<file path="src/rtl/lim_alarm_pkg.sv">
package lim_alarm_pkg;
    localparam int WORD_W      = 16;
    localparam int TEMP_BIT    = 4;
    localparam int FAN_BIT0    = 6;
    localparam int CHASSIS_BIT = 12;
    localparam int VLO_BASE    = 8;
    localparam int THI_ADDR    = 16;
    localparam int THYS_ADDR   = 17;

    // alarm bit for a rail channel: first four contiguous, rest skip up
    function automatic int volt_bit(input int ch);
        return (ch < 4) ? ch : ch + 4;
    endfunction

    function automatic logic [WORD_W-1:0] used_mask(input int n_volt, input int n_fan);
        logic [WORD_W-1:0] m;
        m = '0;
        for (int i = 0; i < n_volt; i++) m[volt_bit(i)] = 1'b1;
        for (int k = 0; k < n_fan; k++) m[FAN_BIT0 + k] = 1'b1;
        m[TEMP_BIT]    = 1'b1;
        m[CHASSIS_BIT] = 1'b1;
        return m;
    endfunction
endpackage

</file>
<file path="src/rtl/lim_volt_chan.sv">
module lim_volt_chan #(
    parameter int VW      = 8,
    parameter int AW      = 5,
    parameter int HI_ADDR = 0,
    parameter int LO_ADDR = 8
) (
    input  logic          clk,
    input  logic          rst_n,
    input  logic          we,
    input  logic [AW-1:0] addr,
    input  logic [VW-1:0] wdata,
    input  logic [VW-1:0] sample,
    input  logic          valid,
    output logic          trip
);
    typedef struct packed {
        logic [VW-1:0] hi;
        logic [VW-1:0] lo;
    } lim_t;

    lim_t st_d, st_q;

    always_comb begin
        st_d = st_q;
        if (we && addr == AW'(HI_ADDR)) st_d.hi = wdata;
        if (we && addr == AW'(LO_ADDR)) st_d.lo = wdata;
        trip = valid && ((sample < st_q.lo) || (sample > st_q.hi));
    end

    always_ff @(posedge clk) begin
        if (!rst_n) st_q <= '0;
        else        st_q <= st_d;
    end

    AST_VLIM_HOLD: assert property (@(posedge clk) disable iff (!rst_n)
        !(we && (addr == AW'(HI_ADDR) || addr == AW'(LO_ADDR))) |=> $stable(st_q));
endmodule

</file>
<file path="src/rtl/lim_temp_hyst.sv">
module lim_temp_hyst #(
    parameter int TW        = 9,
    parameter int AW        = 5,
    parameter int HI_ADDR   = 16,
    parameter int HYS_ADDR  = 17
) (
    input  logic          clk,
    input  logic          rst_n,
    input  logic          we,
    input  logic [AW-1:0] addr,
    input  logic [TW-2:0] wdata,
    input  logic [TW-1:0] sample,
    input  logic          valid,
    output logic          active
);
    typedef struct packed {
        logic [TW-2:0] hi;
        logic [TW-2:0] hys;
        logic          act;
    } th_t;

    th_t  st_d, st_q;
    logic above, below;

    always_comb begin
        // limits are whole degrees; one left shift aligns them to half-degree samples
        above = $signed(sample) > $signed({st_q.hi, 1'b0});
        below = $signed(sample) < $signed({st_q.hys, 1'b0});
        st_d  = st_q;
        if (we && addr == AW'(HI_ADDR))  st_d.hi  = wdata;
        if (we && addr == AW'(HYS_ADDR)) st_d.hys = wdata;
        if (valid) begin
            if (above)      st_d.act = 1'b1;
            else if (below) st_d.act = 1'b0;
        end
    end

    always_ff @(posedge clk) begin
        if (!rst_n) st_q <= '0;
        else        st_q <= st_d;
    end

    assign active = st_q.act;

    AST_TEMP_RISE: assert property (@(posedge clk) disable iff (!rst_n)
        (valid && above) |=> active);
    AST_TEMP_FALL: assert property (@(posedge clk) disable iff (!rst_n)
        (valid && below && !above) |=> !active);
    AST_TEMP_KEEP: assert property (@(posedge clk) disable iff (!rst_n)
        (!valid || (!above && !below)) |=> $stable(active));
endmodule

</file>
<file path="src/rtl/lim_alarm_word.sv">
module lim_alarm_word #(
    parameter int          W    = 16,
    parameter logic [W-1:0] MASK = '1
) (
    input  logic         clk,
    input  logic         rst_n,
    input  logic [W-1:0] set_vec,
    input  logic         clr,
    output logic [W-1:0] word
);
    typedef struct packed {
        logic [W-1:0] bits;
    } aw_t;

    aw_t st_d, st_q;

    always_comb begin
        st_d = st_q;
        if (clr) st_d.bits = '0;
        st_d.bits = (st_d.bits | set_vec) & MASK;
    end

    always_ff @(posedge clk) begin
        if (!rst_n) st_q <= '0;
        else        st_q <= st_d;
    end

    assign word = st_q.bits;

    AST_STICKY_HOLD: assert property (@(posedge clk) disable iff (!rst_n)
        !clr |=> ((word & $past(word)) == $past(word)));
    AST_SET_KEPT: assert property (@(posedge clk) disable iff (!rst_n)
        1'b1 |=> ((word & $past(set_vec & MASK)) == $past(set_vec & MASK)));
    AST_READ_CLEARS: assert property (@(posedge clk) disable iff (!rst_n)
        clr |=> ((word & ~$past(set_vec)) == '0));
endmodule

</file>
<file path="src/rtl/lim_alarm_top.sv">
module lim_alarm_top
    import lim_alarm_pkg::*;
#(
    parameter int NUM_VOLT = 6,
    parameter int NUM_FAN  = 2,
    parameter int VW       = 8,
    parameter int TW       = 9,
    parameter int AW       = 5
) (
    input  logic                   clk,
    input  logic                   rst_n,
    input  logic [NUM_VOLT*VW-1:0] volt_sample,
    input  logic [NUM_VOLT-1:0]    volt_valid,
    input  logic [TW-1:0]          temp_sample,
    input  logic                   temp_valid,
    input  logic [NUM_FAN-1:0]     fan_slow,
    input  logic [NUM_FAN-1:0]     fan_valid,
    input  logic                   chassis_open,
    input  logic                   chassis_valid,
    input  logic                   reg_we,
    input  logic [AW-1:0]          reg_addr,
    input  logic [VW-1:0]          reg_wdata,
    input  logic                   reg_re,
    output logic [WORD_W-1:0]      reg_rdata
);
    localparam logic [WORD_W-1:0] MASK = used_mask(NUM_VOLT, NUM_FAN);

    logic [NUM_VOLT-1:0] volt_trip;
    logic                temp_active;
    logic [WORD_W-1:0]   set_vec;

    for (genvar i = 0; i < NUM_VOLT; i++) begin : g_rail
        lim_volt_chan #(
            .VW(VW), .AW(AW), .HI_ADDR(i), .LO_ADDR(VLO_BASE + i)
        ) u_chan (
            .clk(clk), .rst_n(rst_n), .we(reg_we), .addr(reg_addr),
            .wdata(reg_wdata), .sample(volt_sample[i*VW +: VW]),
            .valid(volt_valid[i]), .trip(volt_trip[i])
        );
    end

    lim_temp_hyst #(
        .TW(TW), .AW(AW), .HI_ADDR(THI_ADDR), .HYS_ADDR(THYS_ADDR)
    ) u_temp (
        .clk(clk), .rst_n(rst_n), .we(reg_we), .addr(reg_addr),
        .wdata(reg_wdata[TW-2:0]), .sample(temp_sample),
        .valid(temp_valid), .active(temp_active)
    );

    always_comb begin
        set_vec = '0;
        for (int i = 0; i < NUM_VOLT; i++) set_vec[volt_bit(i)] = volt_trip[i];
        for (int k = 0; k < NUM_FAN; k++)  set_vec[FAN_BIT0 + k] = fan_valid[k] && fan_slow[k];
        set_vec[TEMP_BIT]    = temp_active;
        set_vec[CHASSIS_BIT] = chassis_valid && chassis_open;
    end

    lim_alarm_word #(.W(WORD_W), .MASK(MASK)) u_word (
        .clk(clk), .rst_n(rst_n), .set_vec(set_vec), .clr(reg_re), .word(reg_rdata)
    );

    AST_QUIET_READ_EMPTY: assert property (@(posedge clk) disable iff (!rst_n)
        (reg_re && volt_valid == '0 && fan_valid == '0 && !chassis_valid && !temp_active)
        |=> (reg_rdata == '0));
    AST_RSVD_ZERO: assert property (@(posedge clk) disable iff (!rst_n)
        (reg_rdata[5] == 1'b0) && (reg_rdata[15:13] == '0) && (reg_rdata[11:10] == '0));
endmodule

</file>
<file path="config.mk">
export PLATFORM = sky130hd
export DESIGN_NAME = lim_alarm_top
export DESIGN_NICKNAME = d
export VERILOG_FILES = /design/src/rtl/lim_alarm_pkg.sv /design/src/rtl/lim_volt_chan.sv /design/src/rtl/lim_temp_hyst.sv /design/src/rtl/lim_alarm_word.sv /design/src/rtl/lim_alarm_top.sv
export SDC_FILE = /design/constraint.sdc
export NUM_CORES = 1
export LEC_CHECK = 0
export BUFFER_PORTS_ARGS = -buffer_cell sky130_fd_sc_hd__buf_4
export CORE_MARGIN = 2
export CORE_UTILIZATION = 50
export DETAILED_ROUTE_END_ITERATION = 16
export PLACE_DENSITY = 0.71
export SKIP_CTS_REPAIR_TIMING = 1
export SLEW_MARGIN = 20
export SYNTH_ARGS = -nofsm -noshare
export SYNTH_HDL_FRONTEND = slang
export SYNTH_SLANG_ARGS = --single-unit
export TNS_END_PERCENT = 30
</file>
<file path="constraint.sdc">
create_clock -name clk -period 3.05 [get_ports clk]
set_input_delay 0.1525 -clock clk [delete_from_list [all_inputs] [get_ports clk]]
set_output_delay 0.1525 -clock clk [all_outputs]
set_load 0.1 [all_outputs]
</file>
# Yosys cells after proc, flatten, opt, wreduce, memory -nomap -nowiden
# Index checks and enable logic that the tools add are counted.
# totals
reg_bits	123
input_bits	87
out_inout_bits	16
word_cells	79
# classes
order_cmp	14
eq_ne	13
n_mux	3
bitwise	1
reduce_logical	32
# op_table
op	n
$gt 8x8->1	6
$lt 8x8->1	6
$eq 5x4->1 const B	6
$logic_and 1x1->1	23
$mux 13	1
$or 13x13->13	1
$eq 5x2->1 const B	2
$eq 5x3->1 const B	2
$eq 5x5->1 const B	2
$gt 9x9->1	1
$lt 9x9->1	1
$logic_or 1x1->1	6
$eq 5x1->1 const B	1
$logic_not 5->1	1
$mux 1	2
$reduce_and 2->1	1
$reduce_bool 2->1	1

# Longest topological paths before layout
# Gate-level depths: netlist (run 1).
# logic_depth
depth_word	4
ltp_mapped	7
depth_no_buf	7

# By module
# A second synthesis (run 1) with hierarchy kept.
# hier_totals
hier_cells	791
hier_area_um2	7588.5
# modules_own_cells
module	instances	cells_each	area_per_inst_um2	seq_area_each_um2
lim_volt_chan at g_rail[1].u_chan ...	2	106	1018.5	320.3
lim_temp_hyst	1	110	1071.0	340.3
lim_volt_chan at g_rail[4].u_chan	1	107	1033.5	320.3
lim_volt_chan at g_rail[3].u_chan	1	107	1031.0	320.3
lim_volt_chan at g_rail[0].u_chan	1	106	1007.2	320.3
lim_volt_chan at g_rail[5].u_chan	1	107	994.7	320.3
lim_alarm_word	1	38	391.6	200.2
lim_alarm_top	1	4	22.5	0.0

# Least setup slack after synthesis (run 1)
# OpenSTA, ideal clock, no wires.
# synth_timing
path_type	register -> register
from	register g_rail[1].u_chan.st_q[9] (netlist bit)
to	register u_word.st_q (netlist bit u_word.word[1])
setup_time_ns	0.139
t_arrival_ns	1.425
required_time_ns	2.911
path_slack_ns	1.486
path_stages_with_launch	8
n_path_buf	0
period_less_slack_ns	1.564
path_cell_list	dfxtp_1 > inv_1 > ha_1 > nor2b_1 > o211ai_1 > a21oi_1 > a2111oi_0 > o221ai_1
# synth_via
elab_chain_cells	4
# synth_lines
element	line	rtl
start: declaration	lim_volt_chan.sv:21	lim_t st_d, st_q;
start signal: assignment	lim_volt_chan.sv:32	else st_q <= st_d;
$gt 8x8->1	lim_volt_chan.sv:27	trip = valid && ((sample < st_q.lo) || (sample > st_q.hi));
$logic_or 1x1->1	lim_volt_chan.sv:27	
$logic_and 1x1->1	lim_volt_chan.sv:27	
$or 13x13->13	lim_alarm_word.sv:20	st_d.bits = (st_d.bits | set_vec) & MASK;
end signal: assignment	lim_alarm_word.sv:25	else st_q <= st_d;
end: declaration	lim_alarm_word.sv:15	aw_t st_d, st_q;
# No other way between the ends.
# A chain may end at the register's enable or synchronous reset.

# Worst setup path in the final report (run 1)
# Same ends and word-level chain as after synthesis.

==> impl_metrics.py, run 1 <==
metrics = {
    "min_path": {
        "min_to": "u_word.word[12]$_SDFF_PN0_",
        "hp-class": "in2reg",
        "min_from": "chassis_open",
        "min_path_cells": 3,
    },
    "sta": {
        "hold_violations": 3,
        "fin_skew_ns": 0.008257,
        "worst_slack_ns": 1.324,
        "setup-tns-final_ns": 0,
        "fmax_mhz": 579.2,
        "relSlewSlack_pct": 58.29,
        "min_period_ns": 1.726,
        "finalSetupViolations": 0,
        "slew_violations": 0,
        "max_slew.worst_pin.slew_ns": 0.6243,
        "rsz0062_at_grt": "no",
        "holdWs_ns": -0.01097,
        "finalCritPeriodShare_pct": 56.60,
    },
    "power_and_ir_drop": {
        "p_clk_share_pct": 47.7,
        "vdd_ir_drop_max_mv": 0.3994,
        "pwr-share-seq_pct": 38.8,
        "p_comb_share_pct": 13.4,
        "total_leakage_power_nw": 3.842,
        "total_power_mw": 4.237,
        "internal-power_mw": 3.160,
        "switchingPower_mw": 1.078,
        "power_density_nw_per_um2": 479.0,
        "netSwitchingFraction_pct": 25.43,
    },
    "clock_tree": {
        "htreeDepth": 4,
        "cts.sinks": 123,
        "path_clk_slew_ns": 0.06,
        "clk_latency_ns": 0.42,
        "cts-root-buf": "clkbuf_16",
        "numCtsBuffers": 17,
        "tritoncts": "yes",
        "max-clock-path-buffers": 2,
    },
    "worst_setup_path": {
        "critPathKind": "reg2reg",
        "end_kind": "register",
        "r2r-start": "g_rail[1].u_chan.st_q[9]$_SDFFE_PN0P_",
        "r2r_end": "u_word.word[1]$_SDFF_PN0_",
        "ff2ff_path_depth": 7,
        "crit_arrival_ns": 2.01,
        "critPathLaunchType": "register",
        "cp.required_ns": 3.33,
        "r2r_slack_ns": 1.32,
        "cp-startpoint": "g_rail[1].u_chan.st_q[9]$_SDFFE_PN0P_",
        "worstPathMaxFanout": 2,
    },
    "global_routing": {
        "grt_max_degree": 87,
        "overflow": 0,
        "busiest_layer": "met2",
        "use_met2_pct": 35.77,
        "grt_antenna_before_repair": 0,
        "grt_pass1_vias": 5674,
        "track_usage_pct": 21.69,
        "gr-usage-met3_pct": 3.951,
        "grt_pass1_wl_microns": 27630,
        "met1_usage_pct": 28.42,
    },
    "synth": {
        "netlist_area_sq_um": 7401,
        "ys_seq_elements": 123,
        "synthDistinctLibCells": 42,
        "synth_top_area_share_pct": 33.27,
        "ys_seq_area_share_pct": 33.27,
        "synthArstFlopShare_pct": 0,
        "synth-edff-count": 0,
        "synth_ff_type": "dfxtp_1",
        "postSynthCellCount": 793,
        "syn_area_per_cell_sq_um": 9.333,
        "synth.area.top_cells": "dfxtp_1 (33%), ha_1 (18%), mux2i_1 (14%)",
        "ys.warnings.count": 0,
        "yosysTopAreaCell": "dfxtp_1",
    },
    "status": {
        "violations": "negative hold slack",
        "run_status": "finished, violations left",
    },
    "floorplanning": {
        "die_area_sq_um": 15790,
        "die_w_microns": 125.7,
        "chipHeight_microns": 125.7,
        "core.rowCount": 44,
        "start_util_pct": 51.11,
        "coreArea_sq_um": 14480,
        "io_pins": 103,
    },
    "finish": {
        "antennaDiodeCount": 0,
        "layout_common_cells": "dfxtp_1 (123), nor2b_1 (118), inv_1 (107)",
        "fin_nets": 1076,
        "fillCellCount": 1268,
        "area_growth_pct": 19.54,
        "drive_gt1_share_pct": 15.94,
        "layout_commonest_cell": "dfxtp_1",
    },
    "place": {
        "io_buffers": 96,
        "dp_slack_ns": 1.187,
        "place.gp.congestion": 0.8512,
        "dp_hpwl_microns": 11800,
    },
    "routing": {
        "dr.pass1.iters": 4,
        "drtIter0Drc": 244,
        "ant_nets": 0,
        "via_per_inst": 5.153,
        "wirelength_microns": 16330,
        "wire_per_inst_microns": 15.11,
        "post-route-drc-count": 0,
        "num_vias": 5570,
    },
    "run": {
        "maxCapViolations": 0,
    },
}
synthesized netlist by cell type, drive strengths merged (8+ instances only):
cell    number
nor2b      118
ha         105
dfxtp      123
clkbuf      22
inv        107
nand4       15
buf         12
a21o         9
a21boi      13
a21oi       27
nand3       10
o211ai       8
nand2       40
nor2        17
mux2i      104
registers in the layout, summed over array words and instances, names as in the netlist:
name and count:
g_rail.u_chan.st_q 96, u_word.word 10, u_temp.active 1, u_temp.st_q 16
worst max-delay path by stage:
stage                                              to  depth (start not counted)
3_3_place_gp    g_rail[3].u_chan.st_q[8]$_SDFFE_PN0P_                          6
2_1_floorplan               u_word.word[1]$_SDFF_PN0_                          7
3_5_place_dp   g_rail[3].u_chan.st_q[14]$_SDFFE_PN0P_                          6
4_1_cts                     u_word.word[3]$_SDFF_PN0_                          7
5_1_grt                     u_word.word[9]$_SDFF_PN0_                          7
6_report                    u_word.word[1]$_SDFF_PN0_                          7
worst max-delay path, cell delays in order (launching register included):
cell	delay, ns
dfxtp_1	0.32
inv_1	0.05
ha_1	0.29
nor2b_1	0.14
o211ai_1	0.16
a21oi_1	0.10
a2111oi_0	0.39
o221ai_1	0.15
power by group through the flow:
stage	combinational [mW]	sequential (mW)	clock (mW)
2_1_floorplan	0.282	1.76	0
3_3_place_gp	0.565	1.68	0
3_5_place_dp	0.570	1.68	0
4_1_cts	0.574	1.65	2.06
5_1_grt	0.629	1.65	2.13
6_report	0.569	1.65	2.02
cells by family (layout without fill, tap and decap cells):
group,count (synthesis),in the layout,share of synthesized area [%]
other,1,6,0.05067
AOI/OAI and AO/OA,106,106,10.21
DFF,123,123,33.27
and+or+nand+nor,213,213,16.96
muxes,104,104,14.07
buffers and inverters,141,240,7.692
adders and majority gates,105,105,17.75
final cells by class:
cell class | instances | area (sq um) | share of cell area, %
multi-input cells | 534 | 4388 | 49.60
clock buffers | 20 | 446.7 | 5.049
clock inverters | 12 | 147.6 | 1.669
well taps | 184 | 230.2 | 2.602
repair buffers | 101 | 770.7 | 8.712
flip-flops and latches | 123 | 2462 | 27.83
inverters | 107 | 401.6 | 4.540
metrics by stage:
stage          instance area (sq um)  std cells  util [%]
6_report                        8847       1081     61.10
5_1_grt                         8847       1081     61.10
4_1_cts                         8847       1081     61.10
3_5_place_dp                    8253       1049     57.00
3_3_place_gp                    8253       1049     57.00
2_1_floorplan                   7420        798         -
routing by layer:
metal  wire length, microns  up-vias
li1                       -     2886
met1                   7841     2558
met2                   7494      112
met3                    779       14
met4                    217        0
met5                      0        -
Power figures use the tool's default switching activity.
==> inputs of run 2 (changes only) <==
- clock period: 3.05 -> 1.7 ns (I/O delays scaled with it)
==> run 2 against run 1 <==
The run still ends with negative hold slack left. Sequential cell count stayed put. Worst hold slack better by 0.0038 ns. Wire length is 2.3% higher. Setup slack worse by 1.3 ns. Via count is 0.81% higher. Count of clock-buffer cells in the layout is 5 higher. Critical path type unchanged.
==> impl_metrics.py, run 2 (synthesized netlist as in run 1, its figures left out) <==
metrics = {
    "finish": {
        "largest_reg_flops": 96,
        "largest-register": "g_rail.u_chan.st_q",
        "layout_common_cells": "dfxtp_1 (123), nor2b_1 (118), buf_4 (112)",
        "area_growth_pct": 21.67,
        "layout_commonest_cell": "dfxtp_1",
        "fin_nets": 1093,
        "antennaDiodeCount": 0,
        "design_area_sq_um": 9005,
        "drive_gt1_share_pct": 17.29,
    },
    "routing": {
        "dr.pass1.iters": 4,
        "wirelength_microns": 16710,
        "post-route-drc-count": 0,
        "ant_nets": 0,
        "wire_per_inst_microns": 15.22,
        "num_vias": 5615,
        "drtIter0Drc": 263,
        "via_per_inst": 5.114,
    },
    "floorplanning": {
        "coreArea_sq_um": 14480,
        "core.rowCount": 44,
        "die_w_microns": 125.7,
        "die_area_sq_um": 15790,
        "chipHeight_microns": 125.7,
        "start_util_pct": 51.11,
        "io_pins": 103,
    },
    "place": {
        "dp_slack_ns": 0.01697,
        "placed_cell_area_sq_um": 8323,
        "io_buffers": 96,
        "dp_hpwl_microns": 12060,
        "place.gp.congestion": 0.8875,
    },
    "worst_setup_path": {
        "worstPathMaxFanout": 2,
        "end_kind": "register",
        "crit_arrival_ns": 1.94,
        "cp.required_ns": 1.99,
        "r2r_slack_ns": 0.06,
        "critPathKind": "reg2reg",
        "critPathLaunchType": "register",
    },
    "sta": {
        "fmax_mhz": 608.4,
        "fin_skew_ns": 0.004996,
        "rsz0062_at_grt": "yes",
        "holdWs_ns": -0.007215,
        "slew_violations": 0,
        "finalSetupViolations": 0,
        "min_period_ns": 1.644,
        "hold_violations": 1,
        "finalCritPeriodShare_pct": 96.68,
        "worst_slack_ns": 0.05641,
    },
    "power_and_ir_drop": {
        "vdd_ir_drop_max_mv": 0.7441,
        "p_clk_share_pct": 46.9,
        "netSwitchingFraction_pct": 25.20,
        "total_leakage_power_nw": 3.920,
        "internal-power_mw": 5.672,
        "power_density_nw_per_um2": 842.1,
        "p_comb_share_pct": 14.1,
        "switchingPower_mw": 1.911,
        "pwr-share-seq_pct": 38.9,
    },
    "clock_tree": {
        "numCtsBuffers": 17,
        "tritoncts": "yes",
        "path_clk_slew_ns": 0.06,
        "cts-root-buf": "clkbuf_16",
        "cts.sinks": 123,
        "htreeDepth": 4,
        "max-clock-path-buffers": 2,
        "clk_latency_ns": 0.42,
    },
    "status": {
        "violations": "negative hold slack",
        "run_status": "finished, violations left",
    },
    "global_routing": {
        "grt_pass1_vias": 5547,
        "track_usage_pct": 21.67,
        "overflow": 0,
        "grt_antenna_before_repair": 0,
        "grt_pass1_wl_microns": 27290,
        "grt_max_degree": 36,
    },
    "run": {
        "maxCapViolations": 0,
    },
    "min_path": {
        "hp-class": "in2reg",
    },
}
==> run 2: final cells by class <==
cell class / count / area, sq um
fill: 1252 / 5474
multi-input combinational: 534 / 4427
sequential: 123 / 2462
timing repair buffer: 118 / 900.9
clock buffer: 25 / 495.5
inverter: 107 / 401.6
tap: 184 / 230.2
clock inverter: 7 / 87.58
==> run 2: final timing paths <==
check / depth (start not counted) / endpoint / startpoint
worst min-delay path: 3 / u_temp.active$_SDFFE_PN0P_ / temp_valid
worst min register to register: 2 / g_rail[0].u_chan.st_q[10]$_SDFFE_PN0P_ / g_rail[0].u_chan.st_q[10]$_SDFFE_PN0P_
worst max-delay path: 7 / u_word.word[9]$_SDFF_PN0_ / g_rail[5].u_chan.st_q[9]$_SDFFE_PN0P_
worst max register to register: 7 / u_word.word[9]$_SDFF_PN0_ / g_rail[5].u_chan.st_q[9]$_SDFFE_PN0P_
==> run 2: through the flow <==
step                hold WS (ns)  setup TNS (ns)  utilization (%)  instances  total power, mW
finish                 -0.007215               0            62.19       1098            7.583
global route            0.008983         -0.1459            62.19       1098            7.888
CTS                     -0.08731               0            61.51       1092            7.608
detailed placement        0.3562               0            57.48       1060            4.050
global placement          0.3412               0            57.48       1060            4.037
floorplan                 0.2515               0                -        798            3.670
==> run 2: power groups by stage <==
stage | Clock, mW | Sequential [mW] | Combinational [mW]
detailed placement | 0 | 3.01 | 1.04
finish | 3.56 | 2.95 | 1.07
CTS | 3.61 | 2.95 | 1.04
floorplan | 0 | 3.16 | 0.506
global route | 3.76 | 2.96 | 1.17
global placement | 0 | 3.01 | 1.02
==> run 2: critical path, cell delays in order, from the launching register on <==
cell and delay, ns:
dfxtp_1 0.34, inv_1 0.05, ha_1 0.28, nor2b_1 0.14, o211ai_1 0.15, a21oi_1 0.11
a2111oi_2 0.31, o221ai_1 0.14
==> run 2: routing by layer <==
metal  part of all wire [%]  wire length (microns)  track usage [%]  up-vias
li1                       -                      -                -     2916
met1                     48                   7967            28.33     2585
met2                     47                   7904            35.90       96
met3                    3.5                    577            4.376       18
met4                    1.6                    265            7.255        0
met5                      0                      0                0        -
